[src/rtl/cdu_pkg.sv]
// Package: shared types for the countdown unit.
// Assumes: nothing; pure type definitions.
package cdu_pkg;
    // Action the count register takes in a cycle, in priority order.
    typedef enum logic [2:0] {
        ACT_HOLD   = 3'd0,
        ACT_LOAD   = 3'd1,
        ACT_DEC    = 3'd2,
        ACT_RELOAD = 3'd3,
        ACT_REST   = 3'd4
    } cnt_act_e;
endpackage

[src/rtl/cdu_reload_reg.sv]
// Module: holds the auto-reload value written by software.
// Assumes: the write strobe is a single-cycle pulse; the value is only
// consumed by the count core on an expiry.
module cdu_reload_reg #(
    parameter int WIDTH = 32
) (
    input  logic             clk,
    input  logic             rst_n,
    input  logic             wr,
    input  logic [WIDTH-1:0] wdata,
    output logic [WIDTH-1:0] value,
    output logic             value_nz
);
    // Capture the reload value on its own strobe.
    always_ff @(posedge clk) begin
        if (!rst_n) begin
            value <= '0;
        end else if (wr) begin
            value <= wdata;
        end
    end

    // Flag a usable (nonzero) reload value.
    always_comb value_nz = |value;
endmodule

[src/rtl/cdu_count_core.sv]
// Module: the down-counter; picks one action per cycle and reports expiry.
// Assumes: tick is a one-cycle enable at time-base rate; software write
// outranks counting; expiry is the 1 -> 0 step taken on a tick.
module cdu_count_core
    import cdu_pkg::*;
#(
    parameter int WIDTH = 32
) (
    input  logic             clk,
    input  logic             rst_n,
    input  logic             tick,
    input  logic             wr,
    input  logic [WIDTH-1:0] wdata,
    input  logic             rld_en,
    input  logic [WIDTH-1:0] rld_value,
    input  logic             rld_nz,
    output logic [WIDTH-1:0] count,
    output logic             expire
);
    localparam logic [WIDTH-1:0] ONE = WIDTH'(1);

    cnt_act_e   act;
    logic       at_zero;
    logic       at_one;

    // Decode the count value for the action choice.
    always_comb begin
        at_zero = (count == '0);
        at_one  = (count == ONE);
    end

    // Choose the action for this cycle, write first.
    always_comb begin
        if (wr) begin
            act = ACT_LOAD;
        end else if (!tick || at_zero) begin
            act = ACT_HOLD;
        end else if (!at_one) begin
            act = ACT_DEC;
        end else if (rld_en && rld_nz) begin
            act = ACT_RELOAD;
        end else begin
            act = ACT_REST;
        end
    end

    // Report an expiry whenever the step from one is taken.
    always_comb expire = (act == ACT_RELOAD) || (act == ACT_REST);

    // Apply the chosen action to the count.
    always_ff @(posedge clk) begin
        if (!rst_n) begin
            count <= '0;
        end else begin
            unique case (act)
                ACT_LOAD:   count <= wdata;
                ACT_DEC:    count <= count - ONE;
                ACT_RELOAD: count <= rld_value;
                ACT_REST:   count <= '0;
                default:    count <= count;
            endcase
        end
    end
endmodule

[src/rtl/cdu_status_flag.sv]
// Module: sticky expiry flag with write-one-to-clear and interrupt gating.
// Assumes: set_evt is a one-cycle pulse; a set outranks a clear in the
// same cycle so no event is lost.
module cdu_status_flag #(
    parameter int CLR_WIDTH = 32,
    parameter int CLR_BIT   = 27
) (
    input  logic                 clk,
    input  logic                 rst_n,
    input  logic                 set_evt,
    input  logic                 clr_wr,
    input  logic [CLR_WIDTH-1:0] clr_data,
    input  logic                 irq_en,
    output logic                 status,
    output logic                 irq
);
    logic clr_hit;

    // Only the designated data bit clears the flag.
    always_comb clr_hit = clr_wr && clr_data[CLR_BIT];

    // Hold the sticky flag.
    always_ff @(posedge clk) begin
        if (!rst_n) begin
            status <= 1'b0;
        end else if (set_evt) begin
            status <= 1'b1;
        end else if (clr_hit) begin
            status <= 1'b0;
        end
    end

    // Gate the level interrupt with its enable.
    always_comb irq = status & irq_en;
endmodule

[src/rtl/countdown_unit.sv]
// Module: top of the auto-reload countdown timer.
// Assumes: enables come from an external control register; tick comes
// from the time base; all strobes are synchronous to clk.
module countdown_unit #(
    parameter int WIDTH   = 32,
    parameter int CLR_BIT = 27
) (
    input  logic             clk,
    input  logic             rst_n,
    input  logic             tick,
    input  logic             cnt_wr,
    input  logic [WIDTH-1:0] cnt_wdata,
    input  logic             rld_wr,
    input  logic [WIDTH-1:0] rld_wdata,
    input  logic             rld_en,
    input  logic             irq_en,
    input  logic             stat_clr_wr,
    input  logic [WIDTH-1:0] stat_clr_data,
    output logic [WIDTH-1:0] count,
    output logic             status,
    output logic             irq_out
);
    logic [WIDTH-1:0] rld_q;
    logic             rld_nz;
    logic             expire;

    cdu_reload_reg #(.WIDTH(WIDTH)) u_rld (
        .clk      (clk),
        .rst_n    (rst_n),
        .wr       (rld_wr),
        .wdata    (rld_wdata),
        .value    (rld_q),
        .value_nz (rld_nz)
    );

    cdu_count_core #(.WIDTH(WIDTH)) u_core (
        .clk       (clk),
        .rst_n     (rst_n),
        .tick      (tick),
        .wr        (cnt_wr),
        .wdata     (cnt_wdata),
        .rld_en    (rld_en),
        .rld_value (rld_q),
        .rld_nz    (rld_nz),
        .count     (count),
        .expire    (expire)
    );

    cdu_status_flag #(.CLR_WIDTH(WIDTH), .CLR_BIT(CLR_BIT)) u_stat (
        .clk      (clk),
        .rst_n    (rst_n),
        .set_evt  (expire),
        .clr_wr   (stat_clr_wr),
        .clr_data (stat_clr_data),
        .irq_en   (irq_en),
        .status   (status),
        .irq      (irq_out)
    );
endmodule

[config.mk]
export PLATFORM = sky130hd
export DESIGN_NAME = countdown_unit
export DESIGN_NICKNAME = d
export VERILOG_FILES = /design/src/rtl/cdu_pkg.sv /design/src/rtl/cdu_reload_reg.sv /design/src/rtl/cdu_count_core.sv /design/src/rtl/cdu_status_flag.sv /design/src/rtl/countdown_unit.sv
export SDC_FILE = /design/constraint.sdc
export NUM_CORES = 1
export LEC_CHECK = 0
export ABC_AREA = 1
export BUFFER_PORTS_ARGS = -buffer_cell sky130_fd_sc_hd__buf_4
export CAP_MARGIN = 15
export CORE_ASPECT_RATIO = 2
export CORE_MARGIN = 2
export CORE_UTILIZATION = 46
export DETAILED_ROUTE_END_ITERATION = 16
export GPL_ROUTABILITY_DRIVEN = 0
export GPL_TIMING_DRIVEN = 0
export PLACE_DENSITY_LB_ADDON = 0.15
export RECOVER_POWER = 25
export SLEW_MARGIN = 0
export SYNTH_ARGS = -nofsm -noshare
export SYNTH_HDL_FRONTEND = slang
export SYNTH_SLANG_ARGS = --single-unit
[constraint.sdc]
create_clock -name clk -period 1.6 [get_ports clk]
set_input_delay 0.32 -clock clk [delete_from_list [all_inputs] [get_ports clk]]
set_output_delay 0.32 -clock clk [all_outputs]
set_load 0.05 [all_outputs]
# Word level (Yosys, flattened, before mapping)
# Index checks and enable logic that the tools add are counted.
[op_classes] addsub=1 mul=0 div=0 order_cmp=0 n_eq_ne=5 shift=0 mux=7 n_bitwise=1 reduce_logical=9
[ops] cell="$pmux 32 s4" count=1
[ops] cell="$eq 32x1->1 const B" count=1
[ops] cell="$logic_not 32->1" count=1
[ops] cell="$reduce_or 32->1" count=1
[ops] cell="$sub 32x1->32 const B" count=1
[ops] cell="$mux 3" count=4
[ops] cell="$eq 3x2->1 const B" count=2
[ops] cell="$reduce_bool 4->1" count=1
[ops] cell="$eq 3x1->1 const B" count=1
[ops] cell="$eq 3x3->1 const B" count=1
[ops] cell="$logic_and 1x1->1" count=2
[ops] cell="$logic_or 1x1->1" count=2
[ops] cell="$mux 1" count=2
[ops] cell="$reduce_bool 2->1" count=1
[ops] cell="$and 1x1->1" count=1
[ops] cell="$logic_not 1->1" count=1
[totals] regBits=65 latch_bits=0 ramBits=0 rom_bits=0 input_bits=104 wordCells=26 mem_count=0

# Depth between registers and ports, before layout
[depth] depth_word=9 mapped_depth=15 ltp_nobuf=15

# Modules after synthesis
# Synthesis repeated with hierarchy kept, for this count alone.
[hier_totals] hier_cells=683 hier_area_um2=4090.2
[modules_own_cells] mod="cdu_count_core" instances=1 cells_each=508 area_per_inst_um2=2793.9 seq_area_each_um2=640.6
[modules_own_cells] mod="cdu_reload_reg" instances=1 cells_each=167 area_per_inst_um2=1244.9 seq_area_each_um2=640.6
[modules_own_cells] mod="cdu_status_flag" instances=1 cells_each=8 area_per_inst_um2=51.3 seq_area_each_um2=20.0

# Worst setup path before layout
# Ideal clock, no wire load.
[synth_path] kind="reg2reg" start="register u_core.count[0]" end="register u_core.count[14]" t_arrival_ns=1.907 required_ns=1.478 setup_slack_ns=-0.430 stages_incl_launch_ff=13 n_path_buf=2 period_less_slack_ns=2.030 cell_sequence="dfxtp_1 -> inv_1 -> ha_1 -> inv_1 -> nor2_1 -> nand2_1 -> nor2_2 -> nand2_2 -> nand3_4 -> buf_6 -> buf_2 -> a31oi_1 -> a21oi_1"
[synth_via] elab_chain_cells=6 word_cells_on_any_way=13 classes_between="1 x add/sub; 5 x eq/ne; 4 x mux; 3 x reduce/logical"
[synth_rtl] item="from (decl)" line="cdu_count_core.sv:17" rtl="output logic [WIDTH-1:0] count,"
[synth_rtl] item="from (signal assigned)" line="cdu_count_core.sv:56" rtl="ACT_LOAD: count <= wdata;"
[synth_rtl] item="from (signal assigned)" line="cdu_count_core.sv:57" rtl="ACT_DEC: count <= count - ONE;"
[synth_rtl] item="from (signal assigned)" line="cdu_count_core.sv:58" rtl="ACT_RELOAD: count <= rld_value;"
[synth_rtl] item="parallel branches: the longest is 6 deep, another holds $sub 32x1->32"
# Several ways; the timed one is not identified.
# A chain may end at the register's enable or synchronous reset.

# Worst setup path in the final report
[layout_path] start="register u_core.count[18]" end="register u_core.count[19]"
# Same word-level chain as after synthesis.

==> impl_metrics.tcl <==
set metrics [dict create \
    grtUsageMet3_pct 5.51 \
    drc 0 \
    dr.pass1.iters 5 \
    final_nets 881 \
    synth.distinct_cells 38 \
    met2_usage_pct 58.1 \
    htreeDepth 3 \
    drtIter0Drc 421 \
    port_buffers 104 \
    layout_common_cells "buf_4 (130), nand2_1 (105), nor2_1 (98)" \
    syn_avg_cell_area_um2 6.44 \
    max_clock_freq_mhz 509 \
    clockBufferDepth 2 \
    busiest_layer "met2" \
    violations "negative setup slack" \
    gr-usage-all-layers_pct 32.3 \
    slew_headroom_pct 63.5 \
    dieWidth_um 69.8 \
    globalRouteMet1Util_pct 32.7 \
    num_vias 5118 \
    layout_commonest_cell "buf_4" \
    required_ns 1.84 \
    die_h_um 136 \
    fin_area_um2 6310 \
    p_leak_uw 0.00292 \
    worst_pin_slew_ns 0.547 \
    wl_per_cell_um 19.0 \
    p_int_uw 3590 \
    grt_pass1_vias 4883 \
    syn_area_um2 3990 \
    place_ws_ns -0.398 \
    n_antenna_cell 0 \
    p_comb_share_pct 28.7 \
    path_class "register to register" \
    hold_viol_final 0 \
    antenna_left 0 \
    syn_nets 726 \
    slew_violations 0 \
    rows 48 \
    crit_fanout 6 \
    die-area_um2 9470 \
    final.period_utilization_pct 123 \
    cts_hold_buf 0 \
    top_level_ports 138 \
    dpl_cell_area_um2 5100 \
    grt_first_pass_wirelength_um 24000 \
    synth-seq-cells 65 \
    arrival_ns 2.21 \
    final.setup.worst_slack_ns -0.365 \
    cts_sinks 65 \
    finClkSkew_ns 0.00800 \
    clk_latency_ns 0.34 \
    synth_edf_count 0 \
    dpl.hpwl_um 11000 \
    initial_core_util_pct 46.7 \
    vdd_ir_drop_max_uv 794 \
    end_kind "register" \
    start_kind "register" \
    drive_gt1_share_pct 45.1 \
    numCtsBuffers 9 \
    synth_seq_area_share_pct 32.7 \
    synthFlopType "dfxtp_1" \
    async_flop_share_pct 0 \
    syn_to_final_growth_pct 58.3 \
    finalSetupViolCount 33 \
    coreArea_um2 8530 \
    status "finished, violations left" \
    whs_ns 0.196 \
    rsz0062_at_grt "yes" \
    antenna_found_initial 0 \
    synth_warnings 0 \
    period_minus_slack_ns 1.96 \
    viasPerCell 5.82 \
    p_switching_uw 1940 \
    power.density_nw_per_um2 876 \
    swShare_pct 35.1 \
    clk_pin_slew_ns 0.06 \
    gr-total-overflow 0 \
    pwr-share-seq_pct 34.6 \
    hp-class "input port to register" \
    clockPowerShare_pct 36.7 \
    grt_max_degree 13 \
    wirelength_um 16700 \
    finalPower_uw 5520 \
    netlist_instances 619 \
    drv_cap 0 \
    cts_root_buffer "clkbuf_16" \
    cts_tree "built" \
]
## final timing paths
kind / startpoint / end / slack [ns] / cells after the start
worst max-delay path: u_core.count[18] / u_core.count[19] / -0.36 / 13
worst min-delay path: rld_wdata[22] / u_rld.value[22] / 0.20 / 3
worst max register to register: u_core.count[18] / u_core.count[19] / -0.36 / 13
worst min register to register: u_rld.value[18] / u_core.count[18] / 0.47 / 2
## metrics by stage
step	instances	setup TNS [ns]	util [%]
CTS	865	-5.68	69.3
global route	879	-10.64	74.0
detailed placement	823	-8.43	59.9
finish	879	-8.46	74.0
global placement	823	-7.58	59.9
floorplan	619	-0.627	-
## worst max-delay path, cell delays in order (launching register included)
cell and delay [ns]:
dfxtp_4 0.38, inv_4 0.08, nand2_4 0.06, nor2_4 0.15
nand2_2 0.11, nor2_4 0.19, nand2_4 0.09, nand3_4 0.14
buf_8 0.17, inv_4 0.06, nand4_1 0.19, nand4_1 0.12
nand2_1 0.07, inv_1 0.04
## synthesized netlist by cell type (all sizes together), types with 9 or more instances
cell type	count	share of area [%]
inv	67	6.4
xor2	12	2.6
clkbuf	13	1.2
o221ai	11	2.4
dfxtp	65	33
nand2	141	14
nand3	32	4.5
buf	10	1.6
nand4	9	1.4
a21oi	39	4.9
nor2	130	15
o21ai	57	7.2
## flip-flops by register name (all words and copies together), names as in the netlist
register       cells
u_core.count      32
u_rld.value       32
u_stat.status      1
## logic make-up after synthesis
group | after synthesis | share of synthesized area [%]
AOI/OAI and AO/OA | 120 | 16.7
xor gates and xnor gates | 15 | 3.30
buffers and inverters | 93 | 9.64
and+or+nand+nor | 323 | 36.8
DFF | 65 | 32.7
adders and majority gates | 3 | 0.942
## power groups by stage
stage | Combinational (µW) | Clock, µW | Sequential [µW]
6_report | 1580 | 2030 | 1910
5_1_grt | 1700 | 2110 | 1920
4_1_cts | 1380 | 2020 | 1890
3_5_place_dp | 1240 | 0 | 1920
3_3_place_gp | 1220 | 0 | 1920
2_1_floorplan | 634 | 0 | 2090
## metal layers
| layer | wire length (µm) | vias up |
|---|---|---|
| li1 | - | 2327 |
| met1 | 5560 | 2353 |
| met2 | 8490 | 320 |
| met3 | 1250 | 118 |
| met4 | 1410 | 0 |
| met5 | 0 | - |
## timing repair
item                                   CTS  global route
resized for setup                       69            75
setup buffers                           22            15
pin swaps                               28            40
setup endpoints to repair               33            33
gates cloned                             4             1
endpoints found under the hold margin    0             0
## cell type report
cell class / count / area [µm²]
Clock inverter: 5 / 31.3
Timing Repair inverter: 2 / 23.8
Buffer: 22 / 135
Sequential cell: 65 / 1420
Tap cell: 100 / 125
Timing Repair Buffer: 143 / 1170
Clock buffer: 11 / 275
Multi-Input combinational cell: 461 / 2830
Fill cell: 645 / 2220
Inverter: 70 / 308
Note: power is estimated with default switching activity, not from simulation.
